## config.mk

```make
export PLATFORM = sky130hd
export DESIGN_NAME = stop_bcast_seq
export DESIGN_NICKNAME = d
export VERILOG_FILES = /design/src/rtl/stop_bcast_seq.sv
export SDC_FILE = /design/constraint.sdc
export NUM_CORES = 1
export LEC_CHECK = 0
export BUFFER_PORTS_ARGS = -buffer_cell sky130_fd_sc_hd__buf_2
export CAP_MARGIN = 40
export CORE_MARGIN = 4
export CORE_UTILIZATION = 39
export CTS_CLUSTER_DIAMETER = 120
export DETAILED_ROUTE_END_ITERATION = 7
export PLACE_DENSITY = 0.83
export SETUP_SLACK_MARGIN = 0.02
export SYNTH_ARGS = -nofsm -noshare
export SYNTH_HDL_FRONTEND = slang
export SYNTH_SLANG_ARGS = --single-unit
export TNS_END_PERCENT = 50
```

## constraint.sdc

```tcl
create_clock -name clk -period 3 [get_ports clk]
set_input_delay 0.3 -clock clk [delete_from_list [all_inputs] [get_ports clk]]
set_output_delay 0.3 -clock clk [all_outputs]
set_load 0.005 [all_outputs]
```

## src/rtl/stop_bcast_seq.sv

```systemverilog
module stop_bcast_seq #(
  parameter int ADDR_W   = 24,
  parameter int DATA_W   = 16,
  parameter int TYPE_LSB = 16
) (
  input  logic              clk,
  input  logic              rst,
  input  logic              stop_req,
  input  logic [2:0]        mask,
  input  logic              wake,
  input  logic              bus_grant,
  input  logic              halt,
  output logic              bus_req,
  output logic              as_o,
  output logic              ds_o,
  output logic              rw_o,
  output logic [2:0]        fc_o,
  output logic [ADDR_W-1:0] addr_o,
  output logic [DATA_W-1:0] data_o,
  output logic              data_oe,
  output logic              dtack_int,
  output logic              stop_active
);
  localparam logic [ADDR_W-1:0] ADDR_T3 = ADDR_W'(4'b0011) << TYPE_LSB;

  typedef enum logic [2:0] {IDLE, REQ, STRB, ACK, NEG, HWAIT, STOP} st_t;
  st_t st;
  logic [2:0] mask_q;

  always_ff @(posedge clk) begin
    if (rst) begin
      st     <= IDLE;
      mask_q <= '0;
    end else begin
      case (st)
        IDLE:  if (stop_req) begin st <= REQ; mask_q <= mask; end
        REQ:   if (bus_grant) st <= STRB;
        STRB:  st <= ACK;
        ACK:   st <= NEG;
        NEG:   st <= HWAIT;
        HWAIT: if (!halt) st <= STOP;
        STOP:  if (wake) st <= IDLE;
        default: st <= IDLE;
      endcase
    end
  end

  wire strobe = (st == STRB) || (st == ACK);

  assign bus_req     = (st == REQ) || strobe || (st == NEG);
  assign as_o        = strobe;
  assign ds_o        = strobe;
  assign rw_o        = !strobe;
  assign fc_o        = strobe ? 3'b111 : 3'b000;
  assign addr_o      = strobe ? ADDR_T3 : '0;
  assign data_o      = strobe ? {{(DATA_W-3){1'b0}}, mask_q} : '0;
  assign data_oe     = strobe;
  assign dtack_int   = (st == ACK);
  assign stop_active = (st == STOP);


  strb_needs_grant_chk: assert property (@(posedge clk) disable iff (rst)
    (st == REQ && !bus_grant) |=> !as_o);

  cpu_space_chk: assert property (@(posedge clk) disable iff (rst)
    as_o |-> (fc_o == 3'b111 && !rw_o && addr_o == ADDR_T3));

  ack_in_strobe_chk: assert property (@(posedge clk) disable iff (rst)
    dtack_int |-> (as_o && ds_o && bus_req));

  strobe_drop_chk: assert property (@(posedge clk) disable iff (rst)
    dtack_int |=> (!as_o && bus_req));

  halt_holds_chk: assert property (@(posedge clk) disable iff (rst)
    (halt && !stop_active) |=> !stop_active);

  stop_hold_chk: assert property (@(posedge clk) disable iff (rst)
    (stop_active && !wake) |=> (stop_active && !bus_req));
endmodule

```

==> flow_summary.json, run 1 <==
{
  "status": "completed",
  "ir_drop_mv": 0.170,
  "core-area_sq_mm": 0.00156,
  "cts.sinks": 6,
  "first_pass_iters": 5,
  "start_util_pct": 42.5,
  "period_minus_slack_ns": 1.62,
  "cts_tree": "done",
  "max_freq_ghz": 0.616,
  "die_w_um": 49.2,
  "drive_gt1_share_pct": 28.6,
  "synth_seq_cells": 6,
  "final_cell_mix": "conb_1, buf_2, nor2_1, dfxtp_1",
  "drt-wirelength-per-cell_um": 9.37,
  "postRouteAntennaNets": 0,
  "ios": 59,
  "end_kind": "output port",
  "grt_pass1_wl_um": 1460,
  "final_common_cell": "conb_1",
  "maxSlewViolCount": 0,
  "syn_inst": 82,
  "dp_hpwl_um": 873,
  "antennaDiodeCount": 0,
  "leakage_nw": 0.361,
  "instances_no_fill": 114,
  "fillers": 165,
  "rsz0062_at_grt": "false",
  "fin_skew_ns": 0.00375,
  "viasPerCell": 3.86,
  "grt_antenna_before_repair": 0,
  "synth_top_area_share_pct": 47.6,
  "num_rows": 14,
  "cts_buffers": 3,
  "finalHoldViolations": 0,
  "critPathArrivalTime_ns": 1.32,
  "cp.required_ns": 2.70,
  "crit_fanout": 14,
  "placement.io_buffers": 23,
  "powerDensity_mw_per_mm2": 380,
  "ys_seq_area_share_pct": 18.1,
  "fin_setup_tns_ns": 0,
  "cts_hold_buffers": 0,
  "clock_path_buffers": 2,
  "syn_area_sq_um": 662,
  "syn_to_final_growth_pct": -6.99,
  "overflow": 0,
  "drv_cap": 0,
  "num_vias": 440,
  "die_area_sq_mm": 0.00242,
  "gp_congestion": 0.622,
  "netlist_top_cells_area": "buf_4, dfxtp_1, mux2i_1, and2_1, nor4b_4",
  "grtUsageTotal_pct": 7.94,
  "critPathKind": "reg -> out",
  "routed_wl_um": 1070,
  "cts_setup_buffers": 0,
  "grt_pass1_vias": 353,
  "synth.largest_area_cell": "buf_4",
  "ys_warn_count": 0,
  "setup_violations": 0,
  "avgSynthCellArea_sq_um": 8.07,
  "chipHeight_um": 49.2,
  "hp-class": "in -> reg",
  "nNetsFinal": 109,
  "critical_path.startpoint_type": "flip-flop",
  "clock-root-buffer": "clkbuf_4",
  "ys_types": 20,
  "dpl.cell_count": 111,
  "post-route-drc-count": 0,
  "fin_crit_sh_pct": 54.1,
  "grt_max_degree": 15,
  "clk_latency_ns": 0.25,
  "drt-initial-drc-count": 12,
  "cts_max_level": 1,
  "fin_util_pct": 39.5,
  "clk_pin_slew_ns": 0.05,
  "cts_resized": 0
}
## Yosys cell counts
cell and number:
buf_4 42, dfxtp_1 6, nor2_1 6, and2_1 4, o21ai_0 4, mux2i_1 3
a21oi_1 2, nand2_1 2, nor2b_1 2, a22oi_1 1, and2b_1 1, and2b_4 1
and4b_1 1, buf_2 1, buf_6 1, conb_1 1, inv_1 1, nor4b_4 1
or4_1 1, xnor2_1 1
## where the power goes
| part | internal [mW] | total [mW] | switching, mW |
|---|---|---|---|
| Sequential | 0.0864 | 0.0961 | 0.00977 |
| Combinational | 0.0282 | 0.0605 | 0.0323 |
| Clock | 0.0454 | 0.0774 | 0.0320 |
| Total | 0.160 | 0.234 | 0.0741 |
## metal layers
layer | routed length, um | global-route usage [%] | vias to the layer above | share of wire, %
li1 | - | - | 214 | -
met1 | 390 | 7.68 | 183 | 37
met2 | 479 | 12.9 | 41 | 45
met3 | 185 | 4.89 | 2 | 17
met4 | 12 | 4.27 | 0 | 1.1
met5 | 0 | 0 | - | 0
## layout make-up
| cell class | count | area [sq um] | area share (%) |
|---|---|---|---|
| clock buffer | 3 | 22.5 | 3.66 |
| inverter | 1 | 3.75 | 0.610 |
| multi-input combinational | 65 | 334 | 54.3 |
| sequential | 6 | 120 | 19.5 |
| tap | 16 | 20.0 | 3.25 |
| timing repair buffer | 23 | 115 | 18.7 |
## metrics by stage
step | total power [mW] | hold slack, ns | setup WS, ns | instance area (sq um)
4_1_cts | 0.235 | 0.278 | 1.37 | 616
6_report | 0.234 | 0.289 | 1.38 | 616
3_5_place_dp | 0.157 | 0.479 | 1.65 | 593
2_1_floorplan | 0.179 | 0.369 | 1.80 | 790
5_1_grt | 0.249 | 0.298 | 1.30 | 616
3_3_place_gp | 0.155 | 0.468 | 1.67 | 593
## cell families (layout without fill, tap and decap cells)
kind of cell,count (synthesis),after routing,synth area share [%]
compound gates,7,7,5.67
xor+xnor,1,1,1.32
buf+inv,45,27,50.7
flops,6,6,18.1
mux,3,3,4.54
other cells,1,35,0.567
simple gates,19,19,19.1
## worst paths after layout
check                           slack, ns  depth (start not counted)       from   endpoint
worst max-delay path                 1.38                          3      st[2]  data_o[2]
worst max register to register       1.75                          3      st[2]  mask_q[0]
worst min register to register       0.49                          2  mask_q[1]  mask_q[1]
worst min-delay path                 0.29                          2        rst      st[1]
## sequential cells by signal, summed over array words and instances, names as in the netlist
signal,count
mask_q,3
st,3
## worst max-delay path, stage by stage (launching register included)
cell and delay [ns]:
dfxtp_1 0.51, and2b_4 0.28, and2_1 0.16, buf_2 0.12
Note: power is estimated with default switching activity, not from simulation.
==> run 2: changes to the inputs <==
CORE_UTILIZATION = 33   (was 39)
PLACE_DENSITY = 0.75   (was 0.83)
clock period = 1.45 ns   (was 3 ns; I/O delays follow)
==> run 2 against run 1 <==
  * Critical endpoint is now data_o[0]
  * Critical path depth is the same
  * Clock power grew 110%
  * Sequential share of layout area grew 0.29 points
==> flow_summary.json, run 2 (synthesis results as in run 1) <==
{
  "final_cell_mix": "conb_1, buf_2, nor2_1",
  "m1WireLength_um": 304,
  "ios": 59,
  "wl_met3_um": 235,
  "postRouteAntennaNets": 0,
  "fin_util_pct": 34.7,
  "cts.sinks": 6,
  "critical_path.startpoint_type": "flip-flop",
  "clk_latency_ns": 0.25,
  "grt_pass1_vias": 328,
  "nNetsFinal": 109,
  "status": "completed",
  "routed.top_layer": "met4",
  "cts_hold_buffers": 0,
  "min_to": "st[2]",
  "worst_slack_ns": 0.0843,
  "drive_gt1_share_pct": 30.6,
  "cp.required_ns": 1.31,
  "leakage_nw": 0.363,
  "power.total_uw": 484,
  "powerDensity_mw_per_mm2": 766,
  "routed_wl_um": 1110,
  "finalHoldViolations": 0,
  "max_freq_ghz": 0.732,
  "end_kind": "output port",
  "ir_drop_mv": 0.372,
  "chipHeight_um": 52.8,
  "die_area_sq_mm": 0.00279,
  "rsz0062_at_grt": "false",
  "maxSlewViolCount": 0,
  "reg2regPathDepth": 2,
  "critPathKind": "reg -> out",
  "min_path_cells": 2,
  "drt-wirelength-per-cell_um": 9.00,
  "gp_congestion": 0.666,
  "fin_crit_sh_pct": 94.2,
  "r2r-start": "st[0]",
  "grtUsageTotal_pct": 7.56,
  "dp_hpwl_um": 937,
  "antennaDiodeCount": 0,
  "post-route-drc-count": 0,
  "grt_pass1_wl_um": 1410,
  "clk_pin_slew_ns": 0.05,
  "hp-class": "in -> reg",
  "fin_skew_ns": 0.00745,
  "drt-initial-drc-count": 3,
  "cts_buffers": 3,
  "setup_violations": 0,
  "num_rows": 15,
  "placement.io_buffers": 23,
  "cts_tree": "done",
  "clock_path_buffers": 2,
  "overflow": 0,
  "start_util_pct": 36.4,
  "holdCritStartpoint": "rst",
  "place_ws_ns": 0.196,
  "fin_setup_tns_ns": 0,
  "critPathArrivalTime_ns": 1.22,
  "die_w_um": 52.8,
  "period_minus_slack_ns": 1.37,
  "largestRegisters": "mask_q: 3 flops, st: 3 flops",
  "syn_to_final_growth_pct": -4.54,
  "rrSetupSlack_ns": 0.24,
  "met2_length_um": 540,
  "final_common_cell": "conb_1",
  "first_pass_iters": 2,
  "clock-root-buffer": "clkbuf_4",
  "whs_ns": 0.118,
  "drv_cap": 0,
  "viasPerCell": 3.64,
  "grt_max_degree": 15,
  "worstReg2RegEnd": "st[0]",
  "grt_antenna_before_repair": 0,
  "core-area_sq_mm": 0.00182,
  "cts_setup_buffers": 0,
  "crit_fanout": 14,
  "num_vias": 448,
  "cts_max_level": 1
}
[run 2: cell counts in the layout (fill, tap and decap cells not counted)]
Identical to the previous run, type by type.
[run 2: layer usage]
metal,vias to the layer above,GRT usage (%)
met5,-,0
met4,0,6.38
met3,5,5.13
met2,39,11.0
met1,187,7.24
li1,217,-
[run 2: area by class of cell]
type                            instances  area, sq um
Fill cell                             186         1190
Multi-Input combinational cell         65          334
Sequential cell                         6          125
Timing Repair Buffer                   23          115
Tap cell                               25         31.3
Clock buffer                            3         22.5
Inverter                                1         3.75
[run 2: worst max-delay path, stage by stage (launching register included)]
cell,delay [ns]
dfxtp_4,0.37
and2b_4,0.32
and2_1,0.15
buf_2,0.11
[run 2: report_power, final]
| group | internal, mW | leakage [nW] | total [mW] | switching [mW] |
|---|---|---|---|---|
| logic | 0.0585 | 0.298 | 0.125 | 0.0669 |
| clock network | 0.0940 | 0.0138 | 0.160 | 0.0664 |
| registers | 0.178 | 0.0505 | 0.198 | 0.0202 |
| total | 0.331 | 0.363 | 0.484 | 0.153 |
[run 2: stage by stage]
stage               cells  cell area (sq um)
floorplan             116                790
detailed placement    120                604
global route          123                632
global placement      120                604
CTS                   123                629
finish                123                632
[run 2: how the worst max path moves through the flow]
stage | to | depth (start not counted) | startpoint | slack (ns)
6_report | data_o[0] | 3 | st[2] | 0.08
5_1_grt | data_o[0] | 3 | st[2] | 0.02
4_1_cts | data_o[0] | 3 | st[2] | 0.06
3_5_place_dp | st[0] | 2 | st[2] | 0.20
3_3_place_gp | st[0] | 2 | st[2] | 0.24
2_1_floorplan | st[0] | 3 | st[2] | 0.25
[run 2: timing repair]
item / 4_1_cts / 5_1_grt
pin swaps: 0 / 0
gates resized for setup: 2 / 1
setup endpoints to repair: 4 / 1
==> run 3: changes to the inputs <==
BUFFER_PORTS_ARGS = default   (was -buffer_cell sky130_fd_sc_hd__buf_2)
CORE_AREA = 4 4 41 43   (was default)
CORE_MARGIN = default   (was 4)
CORE_UTILIZATION = default   (was 33)
DIE_AREA = 0 0 45 47   (was default)
DONT_BUFFER_PORTS = 1   (was default)
PLACE_DENSITY = 0.67   (was 0.75)
==> run 3 against run 2 <==
  * Largest cell class unchanged
  * Sequential cell count is the same
  * Cell count shrank 25%
  * Clock-buffer cell count is the same
  * Critical endpoint unchanged
  * Clock power shrank 5%
  * Register-to-register slack is essentially flat
  * Hold slack lost 0.059 ns
  * Power shrank 7.0%
  * First-iteration DRC count grew 130%
==> flow_summary.json, run 3 (synthesis results as in run 1) <==
{
  "critPathArrivalTime_ns": 1.21,
  "crit_fanout": 13,
  "instances_no_fill": 92,
  "antennaDiodeCount": 0,
  "num_rows": 13,
  "die_area_sq_mm": 0.00212,
  "final_cell_mix": "conb_1, nor2_1, o21ai_0, dfxtp_1",
  "r2r-start": "st[0]",
  "multiInputGateArea_sq_um": 344,
  "core-area_sq_mm": 0.00130,
  "rsz0062_at_grt": "false",
  "setup_violations": 0,
  "start_util_pct": 50.9,
  "fin_crit_sh_pct": 93.6,
  "fin_skew_ns": 0.00281,
  "clk_latency_ns": 0.24,
  "overflow": 0,
  "register_area_sq_um": 123,
  "drv_cap": 0,
  "syn_to_final_growth_pct": -21.2,
  "largestRegisters": "mask_q: 3 flops, st: 3 flops",
  "maxSlewViolCount": 0,
  "use_met2_pct": 15.3,
  "startpoint": "st[2]",
  "cp.required_ns": 1.31,
  "ir_drop_mv": 0.488,
  "whs_ns": 0.0588,
  "clk_pin_slew_ns": 0.04,
  "rrSetupSlack_ns": 0.24,
  "grt_pass1_wl_um": 1430,
  "final_common_cell": "conb_1",
  "viasPerCell": 4.25,
  "status": "completed",
  "max_freq_ghz": 0.737,
  "period_minus_slack_ns": 1.36,
  "cts_buffers": 3,
  "powerDensity_mw_per_mm2": 863,
  "critical_path.startpoint_type": "flip-flop",
  "grt.met1_usage_pct": 10.8,
  "nNetsFinal": 88,
  "cts.sinks": 6,
  "dp_hpwl_um": 781,
  "cts_tree": "done",
  "clock_path_buffers": 2,
  "hp-class": "in -> reg",
  "first_pass_iters": 2,
  "num_vias": 391,
  "placement.io_buffers": 0,
  "grt_pass1_vias": 308,
  "drt-initial-drc-count": 7,
  "clock-root-buffer": "clkbuf_4",
  "gp_congestion": 0.728,
  "grt_max_degree": 14,
  "dpl.cell_count": 87,
  "met3_usage_pct": 4.98,
  "die_w_um": 45,
  "ios": 59,
  "busiest_layer": "met2",
  "chipHeight_um": 47,
  "leakage_nw": 0.265,
  "drt-wirelength-per-cell_um": 11.9,
  "grtUsageTotal_pct": 9.51,
  "fillers": 130,
  "critPathKind": "reg -> out",
  "fin_setup_tns_ns": 0,
  "routed_wl_um": 1090,
  "holdCritStartpoint": "mask[0]",
  "finalHoldViolations": 0,
  "cts_max_level": 1,
  "post-route-drc-count": 0,
  "drive_gt1_share_pct": 10.4,
  "postRouteAntennaNets": 0,
  "end_kind": "output port",
  "grt_antenna_before_repair": 0
}
==> run 3: cell count changes in the layout (fill, tap and decap cells not counted), sizes merged <==
cell and change:
dlygate4sd3 +1, buf -23, and2b +1
==> run 3: what timing repair did <==
item	4_1_cts	5_1_grt
buffers inserted	0	0
endpoints found under the setup margin	1	1
cloned	1	0
hold buffers	1	0
endpoints found under the hold margin	5	0
gates resized for setup	2	1
==> run 3: per-stage QoR <==
| stage | setup slack (ns) | power (mW) | util, % | instance area [sq um] |
|---|---|---|---|---|
| floorplan | 0.248 | 0.370 | - | 790 |
| global placement | 0.242 | 0.287 | 36.6 | 477 |
| detailed placement | 0.214 | 0.290 | 36.6 | 477 |
| CTS | 0.0908 | 0.449 | 39.9 | 519 |
| global route | 0.0202 | 0.485 | 40.1 | 522 |
| finish | 0.0928 | 0.450 | 40.1 | 522 |
==> run 3: final timing paths <==
path / end / depth (start not counted)
worst max-delay path: data_o[0] / 2
worst min-delay path: mask_q[0] / 2
worst max register to register: st[0] / 2
worst min register to register: mask_q[0] / 2
==> run 3: routing by layer <==
metal | share of wire, % | up-vias | routed length (um)
li1 | - | 176 | -
met1 | 35 | 170 | 384
met2 | 45 | 43 | 494
met3 | 19 | 2 | 207
met4 | 0.64 | 0 | 7
met5 | 0 | - | 0
==> run 3: worst max-delay path: stages, from the launching register on <==
cell and delay, ns:
dfxtp_2 0.38, and2b_4 0.40, and2_1 0.19
==> run 3: report_power, final <==
group	internal, mW	switching (mW)
Sequential	0.180	0.0224
Combinational	0.0374	0.0591
Clock	0.0935	0.0584
Total	0.311	0.140
==> run 3: cell type report <==
cell class              count  area share, %
multi-input cells          66           65.9
flip-flops and latches      6           23.5
clock buffers               3           4.32
well taps                  15           3.60
repair buffers              1           1.92
inverters                   1          0.719
